==> src/rtl/fetx_pkg.sv <==
package fetx_pkg;
  localparam int NIB_W = 4;
  localparam int CG_W  = 5;

  typedef logic [CG_W-1:0] cgroup_t;

  localparam cgroup_t CG_IDLE = 5'b11111;
  localparam cgroup_t CG_J    = 5'b11000;
  localparam cgroup_t CG_K    = 5'b10001;
  localparam cgroup_t CG_T    = 5'b01101;
  localparam cgroup_t CG_R    = 5'b00111;
  localparam cgroup_t CG_H    = 5'b00100;

  typedef enum logic [1:0] {
    FR_IDLE,   // waiting for a frame
    FR_SSD2,   // J sent, K due
    FR_BODY,   // data groups
    FR_TAIL    // T sent, R due
  } fr_state_t;

  function automatic cgroup_t data_group(input logic [NIB_W-1:0] n);
    cgroup_t g;
    case (n)
      4'h0: g = 5'b11110;
      4'h1: g = 5'b01001;
      4'h2: g = 5'b10100;
      4'h3: g = 5'b10101;
      4'h4: g = 5'b01010;
      4'h5: g = 5'b01011;
      4'h6: g = 5'b01110;
      4'h7: g = 5'b01111;
      4'h8: g = 5'b10010;
      4'h9: g = 5'b10011;
      4'hA: g = 5'b10110;
      4'hB: g = 5'b10111;
      4'hC: g = 5'b11010;
      4'hD: g = 5'b11011;
      4'hE: g = 5'b11100;
      default: g = 5'b11101;
    endcase
    return g;
  endfunction
endpackage

==> src/rtl/fetx_framer.sv <==
module fetx_framer
  import fetx_pkg::*;
(
  input  logic             clk,
  input  logic             rst_n,
  input  logic             slot,
  input  logic             in_valid,
  input  logic [NIB_W-1:0] in_nib,
  input  logic             in_err,
  output logic             in_ready,
  output cgroup_t          load_group
);
  fr_state_t state, state_nxt;
  cgroup_t   grp;

  assign in_ready   = slot && (state != FR_TAIL);
  assign load_group = grp;

  always_comb begin
    state_nxt = state;
    grp       = CG_IDLE;
    unique case (state)
      FR_IDLE: begin
        if (in_valid) begin
          grp       = CG_J;
          state_nxt = FR_SSD2;
        end
      end
      FR_SSD2: begin
        if (in_valid) begin
          grp       = CG_K;
          state_nxt = FR_BODY;
        end else begin
          grp       = CG_T;
          state_nxt = FR_TAIL;
        end
      end
      FR_BODY: begin
        if (in_valid) begin
          grp = in_err ? CG_H : data_group(in_nib);
        end else begin
          grp       = CG_T;
          state_nxt = FR_TAIL;
        end
      end
      FR_TAIL: begin
        grp       = CG_R;
        state_nxt = FR_IDLE;
      end
      default: begin
        grp       = CG_IDLE;
        state_nxt = FR_IDLE;
      end
    endcase
  end

  always_ff @(posedge clk) begin
    if (!rst_n)    state <= FR_IDLE;
    else if (slot) state <= state_nxt;
  end

  // the nibble side only opens on a slot cycle
  assert_ready_on_slot_R2: assert property (@(posedge clk) disable iff (!rst_n)
    in_ready |-> slot);
  // no nibble taken while R is due
  assert_tail_blocks_R7: assert property (@(posedge clk) disable iff (!rst_n)
    (state == FR_TAIL) |-> !in_ready);
  // R lasts exactly one slot
  assert_tail_one_slot_R7: assert property (@(posedge clk) disable iff (!rst_n)
    (slot && state == FR_TAIL) |=> (state == FR_IDLE));
  // an accepted first nibble leads to the K slot
  assert_start_pair_R4: assert property (@(posedge clk) disable iff (!rst_n)
    (slot && state == FR_IDLE && in_valid) |=> (state == FR_SSD2));
endmodule

==> src/rtl/fetx_serializer.sv <==
module fetx_serializer
  import fetx_pkg::*;
(
  input  logic    clk,
  input  logic    rst_n,
  input  cgroup_t load_group,
  output logic    slot,
  output logic    ser_bit
);
  localparam int CNT_W = $clog2(CG_W);
  localparam logic [CNT_W-1:0] LAST = CNT_W'(CG_W - 1);

  logic [CNT_W-1:0] cnt;
  cgroup_t          sh;

  assign slot    = (cnt == LAST);
  assign ser_bit = sh[0];

  always_ff @(posedge clk) begin
    if (!rst_n) begin
      cnt <= '0;
      sh  <= '1;
    end else begin
      cnt <= slot ? '0 : cnt + CNT_W'(1);
      sh  <= slot ? load_group : {1'b0, sh[CG_W-1:1]};
    end
  end

  // slots never touch
  assert_slot_spacing_R9: assert property (@(posedge clk) disable iff (!rst_n)
    slot |=> !slot);
  // least significant bit first
  assert_lsb_first_R9: assert property (@(posedge clk) disable iff (!rst_n)
    slot |=> (ser_bit == $past(load_group[0])));
endmodule

==> src/rtl/fetx_scrambler.sv <==
module fetx_scrambler #(
  parameter int          LFSR_W = 11,
  parameter int          TAP    = 9,
  parameter logic [10:0] SEED   = 11'h7FF
) (
  input  logic clk,
  input  logic rst_n,
  input  logic bit_in,
  output logic bit_out
);
  logic [LFSR_W-1:0] lfsr;
  logic              key;

  assign key     = lfsr[LFSR_W-1] ^ lfsr[TAP-1];
  assign bit_out = bit_in ^ key;

  always_ff @(posedge clk) begin
    if (!rst_n) lfsr <= LFSR_W'(SEED);
    else        lfsr <= {lfsr[LFSR_W-2:0], key};
  end

  // the key sequence never collapses to all zeros
  assert_lfsr_live_R8: assert property (@(posedge clk) disable iff (!rst_n)
    lfsr != '0);
endmodule

==> src/rtl/fetx_line_coder.sv <==
module fetx_line_coder (
  input  logic              clk,
  input  logic              rst_n,
  input  logic              bit_in,
  output logic signed [1:0] sym
);
  logic       nrzi, nrzi_prev;
  logic [1:0] phase;

  always_ff @(posedge clk) begin
    if (!rst_n) begin
      nrzi      <= 1'b0;
      nrzi_prev <= 1'b0;
      phase     <= 2'd0;
    end else begin
      nrzi      <= nrzi ^ bit_in;
      nrzi_prev <= nrzi;
      if (nrzi != nrzi_prev) phase <= phase + 2'd1;
    end
  end

  always_comb begin
    case (phase)
      2'd1:    sym = 2'sb01;
      2'd3:    sym = 2'sb11;
      default: sym = 2'sb00;
    endcase
  end

  // only three levels
  assert_no_neg2_R10: assert property (@(posedge clk) disable iff (!rst_n)
    sym != 2'sb10);
  // a change always passes through zero
  assert_via_zero_R10: assert property (@(posedge clk) disable iff (!rst_n)
    (sym != $past(sym)) |-> (sym == 2'sb00 || $past(sym) == 2'sb00));
  // no NRZI change, no step
  assert_hold_R10: assert property (@(posedge clk) disable iff (!rst_n)
    (nrzi == nrzi_prev) |=> $stable(sym));
endmodule

==> src/rtl/fe_tx_encoder.sv <==
module fe_tx_encoder
  import fetx_pkg::*;
#(
  parameter logic [10:0] LFSR_SEED = 11'h7FF
) (
  input  logic              clk,
  input  logic              rst_n,
  input  logic              in_valid,
  input  logic [3:0]        in_nib,
  input  logic              in_err,
  output logic              in_ready,
  output logic signed [1:0] line_sym
);
  cgroup_t load_group;
  logic    slot, ser_bit, scr_bit;

  fetx_framer u_framer (
    .clk(clk), .rst_n(rst_n), .slot(slot), .in_valid(in_valid),
    .in_nib(in_nib), .in_err(in_err), .in_ready(in_ready),
    .load_group(load_group)
  );

  fetx_serializer u_ser (
    .clk(clk), .rst_n(rst_n), .load_group(load_group),
    .slot(slot), .ser_bit(ser_bit)
  );

  fetx_scrambler #(.LFSR_W(11), .TAP(9), .SEED(LFSR_SEED)) u_scr (
    .clk(clk), .rst_n(rst_n), .bit_in(ser_bit), .bit_out(scr_bit)
  );

  fetx_line_coder u_line (
    .clk(clk), .rst_n(rst_n), .bit_in(scr_bit), .sym(line_sym)
  );

  // a scrambled 1 is seen on the line two edges later
  assert_latency_R11: assert property (@(posedge clk) disable iff (!rst_n)
    (scr_bit && $past(rst_n)) |=> ##1 (line_sym != $past(line_sym)));
endmodule

==> config.mk <==
export PLATFORM = sky130hd
export DESIGN_NAME = fe_tx_encoder
export DESIGN_NICKNAME = d
export VERILOG_FILES = /design/src/rtl/fetx_pkg.sv /design/src/rtl/fetx_framer.sv /design/src/rtl/fetx_serializer.sv /design/src/rtl/fetx_scrambler.sv /design/src/rtl/fetx_line_coder.sv /design/src/rtl/fe_tx_encoder.sv
export SDC_FILE = /design/constraint.sdc
export NUM_CORES = 1
export LEC_CHECK = 0
export BUFFER_PORTS_ARGS = -buffer_cell sky130_fd_sc_hd__buf_2
export CORE_UTILIZATION = 25
export CTS_CLUSTER_DIAMETER = 150
export DETAILED_ROUTE_END_ITERATION = 6
export GPL_TIMING_DRIVEN = 1
export PLACE_DENSITY_LB_ADDON = 0.2
export SLEW_MARGIN = 20
export SYNTH_ARGS = -nofsm -noshare
export SYNTH_HDL_FRONTEND = slang
export SYNTH_SLANG_ARGS = --single-unit
export TNS_END_PERCENT = 30
==> constraint.sdc <==
create_clock -name clk -period 1.6 [get_ports clk]
set_input_delay 0.16 -clock clk [delete_from_list [all_inputs] [get_ports clk]]
set_output_delay 0.16 -clock clk [all_outputs]
set_load 0.005 [all_outputs]
Word level (Yosys, flattened, before mapping)
Memory sizes are Yosys's and may differ from the RTL's. Cells that the tools add are included.

Bits in registers: 25. Latch bits: 0. RAM bits: 0. Memory bits (read-only): 80. Bits of input ports: 8. Logic and storage cells: 39. Memories kept: 1.

Memories: (no name shown) (depth 16, width 5, read ports 1, clocked after Yosys merged registers in 0, wr ports 0, line fetx_pkg.sv:23) `case (n)`.

Add/subtract/negate cells: 2. Multiply operators: 0. Divide/modulo/power cells: 0. Order comparisons: 0. Equal/unequal tests: 10. Shifts and indexed selects: 0. Multiplexer cells: 11. Bitwise logic cells: 4. Reductions and logical operators: 4.

Operators by type and width (count): 2-to-1 mux 5 bit (4); case mux 5 bit (4 select lines) (1); case mux 2 bit (4 select lines) (1); equality test 2 bit (second input constant) (3); inequality test 2 bit (second input constant) (3); equality test 2 x 1 -> 1 bit (second input constant) (2); 2-to-1 mux 2 bit (2); case mux 2 bit (2 select lines) (1); adder 3 x 1 -> 3 bit (second input constant) (1); equality test 3 bit (second input constant) (1); 2-to-1 mux 3 bit (1); AND reduction 3 bit (1); XOR 1 bit (3); adder 2 x 1 -> 2 bit (second input constant) (1); zero test 2 bit (1); OR reduction 2 bit (1); logical AND 1 bit (1); 2-to-1 mux 1 bit (1); inequality test 1 bit (1); inverter 1 bit (1).

Longest topological paths before layout
An unclocked memory read counts as a cell.

Depth in word-level cells: 5. Mapped depth: 6. Depth with buffers taken out: 6.

By module
A second synthesis with hierarchy kept.

Cells, all modules: 125. Area, all modules: 1162.4 sq um.

Modules (own cells, without submodules): fetx_framer (times used 1, cells each 47, area each 337.8 sq um); fetx_serializer (times used 1, cells each 35, area each 326.6 sq um); fetx_scrambler (times used 1, cells each 25, area each 311.5 sq um); fetx_line_coder (times used 1, cells each 18, area each 186.4 sq um).

Worst setup path after synthesis
No wires, ideal clock.

Kind: flip-flop to flip-flop. From: reg u_framer.state[0]. To: reg u_framer.state[0]. Library setup time: 0.116 ns. Data arrival time: 1.188 ns. Setup slack: 0.295 ns. Cell stages (with the launch flop): 7. Path buffers: 0. Clock period less this slack: 1.305 ns. Cell sequence: dfxtp_1 > inv_1 > ha_1 > inv_1 > o2111ai_1 > a21oi_1 > o211a_1.

Word-level cells in the longest chain between the ends: 3. Elaborated cells between the ends (all ways): 8. Those cells by class: eq/ne (5); mux (1); reduce/logical (2).

Ends and longest elaborated chain: start: declaration (line fetx_framer.sv:13) `fr_state_t state, state_nxt;`; start signal: assignment (line fetx_framer.sv:59) `else if (slot) state <= state_nxt;`; equality test 2 bit / zero test 2 bit (equally long branches) (line fetx_framer.sv:22) `unique case (state)`; inequality test 2 bit (no source line); AND reduction 3 bit (no source line).

Parallel ways exist; a longest one is shown, timed or not. A chain may end at the register's enable or synchronous reset.

Worst setup path after layout
From: reg u_framer.state[0]. To: reg u_ser.sh[1].

Word-level cells in the longest chain between the ends: 3. Elaborated cells between the ends (all ways): 6. Those cells by class: eq/ne (3); mux (2); reduce/logical (1).

Ends and longest elaborated chain: equality test 2 bit (tied with other cells) (line fetx_framer.sv:22); case mux 5 bit (4 select lines) (*) (line fetx_framer.sv:22); 2-to-1 mux 5 bit (*) (line fetx_serializer.sv:25) `sh <= slot ? load_group : {1'b0, sh[CG_W-1:1]};`; end signal: assignment (line fetx_serializer.sv:25); end: declaration (line fetx_serializer.sv:14) `cgroup_t sh;`.

Every way passes the cells marked *; elsewhere a longest branch is shown, timed or not.

==> results.toml <==
[detailed_routing]
drt_iter0_drc = 9
drcViolationCount = 0
viasPerCell = 4.282
ant_nets = 0
dr.pass1.iters = 4
vias = 745
routed_wl_microns = 1821
wl_per_cell_microns = 10.47

[sta]
worstMarginPinSlew_ns = 0.3816
fmax_mhz = 684.3
timing.final.crit_share = 0.9133
maxSlewViolCount = 0
slew_headroom = 0.7450
rsz0062_at_grt = "no"
setup_violations = 0
tns_ns = 0
hold_violations = 0
period_needed_ns = 1.461
finClkSkew_ns = 0.004923

[power]
pwr-share-seq = 0.569
p_comb_frac = 0.118
leakage_nw = 0.5478
powerDensity_nw_per_um2 = 962.8
irDropWorstVdd_v = 0.0003604
p_int_mw = 0.9054
p_sw_mw = 0.2896
p_clk_frac = 0.313
switching_share = 0.2424

[finish]
area_delta_synth_final_pct = 16.84
diodes = 0
final_cell_mix = "25 x dfxtp_1, 11 x nand2_1, 10 x nand2b_1, 10 x buf_2, 8 x inv_1"
drive_gt1_frac = 0.1855
fillerInstances = 429
stdcell_count = 174
final_common_cell = "dfxtp_1"
nets = 141

[synth]
synth.area.mux_share = 0.01885
yosysTopAreaCell = "dfxtp_1"
synth_top_area_share = 0.4711
synth_simple_gate_area_frac = 0.1885
synth-seq-cells = 25
synthXorXnorAreaFrac = 0.04122
syn_nets = 126
synth_cells = 110
synth_seq_area_share = 0.4711
yosysWarnings = 0
syn_avg_cell_area_sq_um = 9.657
yosys.cell_types.count = 33
synth-adder-area-share = 0.09423
synth.area.top_cells = "dfxtp_1 47%, ha_1 9.4%, nand2b_1 5.9%"
synth-compound-area-share = 0.1472
syn-cell-area_sq_um = 1062
synth_top_family_by_area = "simple AND/OR/NAND/NOR gates"

[floorplanning]
core_area_sq_um = 4029
rows = 23
die_w_microns = 67.19
die_area_sq_um = 4514
ios = 11
start_util = 0.2637
die_y_microns = 67.19

[critical_path]
cp-end-kind = "flip-flop"
cp.arrival_ns = 1.62
cp-start-kind = "flip-flop"
cp_max_fo = 5
required_ns = 1.75
crit_type = "reg -> reg"

[job]
maxCapViolCount = 0

[global_routing]
antenna_found_initial = 0
gr-total-overflow = 0
grt_max_degree = 18
grt_pass1_wl_microns = 3263
grt_usage = 0.09278
grt_pass1_vias = 779

[cts]
clk_path_buf_depth = 2
htree_levels = 1
cts_tree = "done"
clock-sinks = 25
numCtsBuffers = 3
hold_buffers = 0
insertion_delay_ns = 0.26
clk_pin_slew_ns = 0.09
root_buffer = "clkbuf_8"
post_cts_buffers = 0

[placement]
place_congestion = 0.7316
dp.cells = 170
portBuffers = 10
hpwl_microns = 1329

[hold_path]
hold_path_class = "in -> reg"

[run_status]
status = "completed"
## worst max-delay path, cell delays in order (launching register included)
cell and delay, ns:
dfxtp_1 0.42, inv_1 0.11, ha_1 0.27, nor3b_1 0.17, a311oi_1 0.27, o211ai_1 0.11
## per-layer routing
layer | part of all wire | wire (microns) | vias up | track usage
li1 | - | - | 396 | -
met1 | 0.51 | 927 | 345 | 0.1219
met2 | 0.47 | 862 | 4 | 0.1513
met3 | 0.017 | 31 | 0 | 0.02196
met4 | 0 | 0 | 0 | 0.02394
met5 | 0 | 0 | - | 0
## through the flow
step	area (sq um)	hold WS [ns]	total power, mW	utilization	worst slack [ns]
CTS	1231	0.2249	1.215	0.3056	0.09747
global placement	1182	0.3888	0.8346	0.2935	0.1272
global route	1241	0.2370	1.269	0.3081	0.02742
detailed placement	1182	0.3934	0.8359	0.2935	0.1102
floorplan	1062	0.2330	0.7873	-	0.2953
finish	1241	0.2183	1.195	0.3081	0.1387
## power by group through the flow
stage / combinational, mW / clock, mW / sequential, mW
final: 0.141 / 0.374 / 0.680
after global routing: 0.167 / 0.417 / 0.685
after CTS: 0.143 / 0.392 / 0.680
after detailed placement: 0.142 / 0 / 0.694
after global placement: 0.141 / 0 / 0.694
after floorplan: 0.0975 / 0 / 0.690
## cells by family after synthesis
group	after synthesis
xor gates and xnor gates	5
DFF	25
buffers and inverters	11
AOI/OAI and AO/OA	20
adders and majority gates	8
muxes	2
and+or+nand+nor	39
## Yosys cell counts, drive strengths merged
master	number
o21ba	1
mux2i	2
nand2	11
and3	1
xor2	2
nor2b	4
nand3	1
a31oi	1
a21o	1
a32o	1
inv	9
dfxtp	25
nor3	1
a21oi	3
ha	8
o41ai	1
xnor2	3
o211a	2
nand2b	10
o211ai	2
o2111ai	1
nor3b	1
a32oi	1
o21ai	4
clkbuf	2
nor2	6
nand4	1
a311oi	1
and2	2
a2111oi	1
or2	1
## layout make-up
class | instances | area [sq um] | share of cell area
tap | 50 | 62.56 | 0.05040
timing repair buffer | 12 | 65.06 | 0.05242
clock buffer | 3 | 41.29 | 0.03327
multi-input combinational | 74 | 530.5 | 0.4274
sequential | 25 | 500.5 | 0.4032
inverter | 9 | 33.78 | 0.02722
clock inverter | 1 | 7.507 | 0.006048
## sequential cells by signal, summed over array words and instances (netlist names)
signal / flops
u_scr.lfsr: 11
u_ser.sh: 5
u_ser.cnt: 3
u_framer.state: 2
u_line.phase: 2
u_line.nrzi: 1
u_line.nrzi_prev: 1
## timing repair
| action | in CTS | in global routing |
|---|---|---|
| hold endpoints to repair | 0 | 0 |
| endpoints found under the setup margin | 0 | 3 |
| resized for setup | 0 | 3 |
## worst paths after layout
| path | from | endpoint | slack, ns | depth (start not counted) |
|---|---|---|---|---|
| worst min register to register | u_scr.lfsr[7] | u_scr.lfsr[8] | 0.41 | 1 |
| worst max register to register | u_framer.state[0] | u_ser.sh[1] | 0.14 | 5 |
| worst min-delay path | rst_n | u_scr.lfsr[8] | 0.22 | 2 |
| worst max-delay path | u_framer.state[0] | u_ser.sh[1] | 0.14 | 5 |
Power figures use the tool's default switching activity.
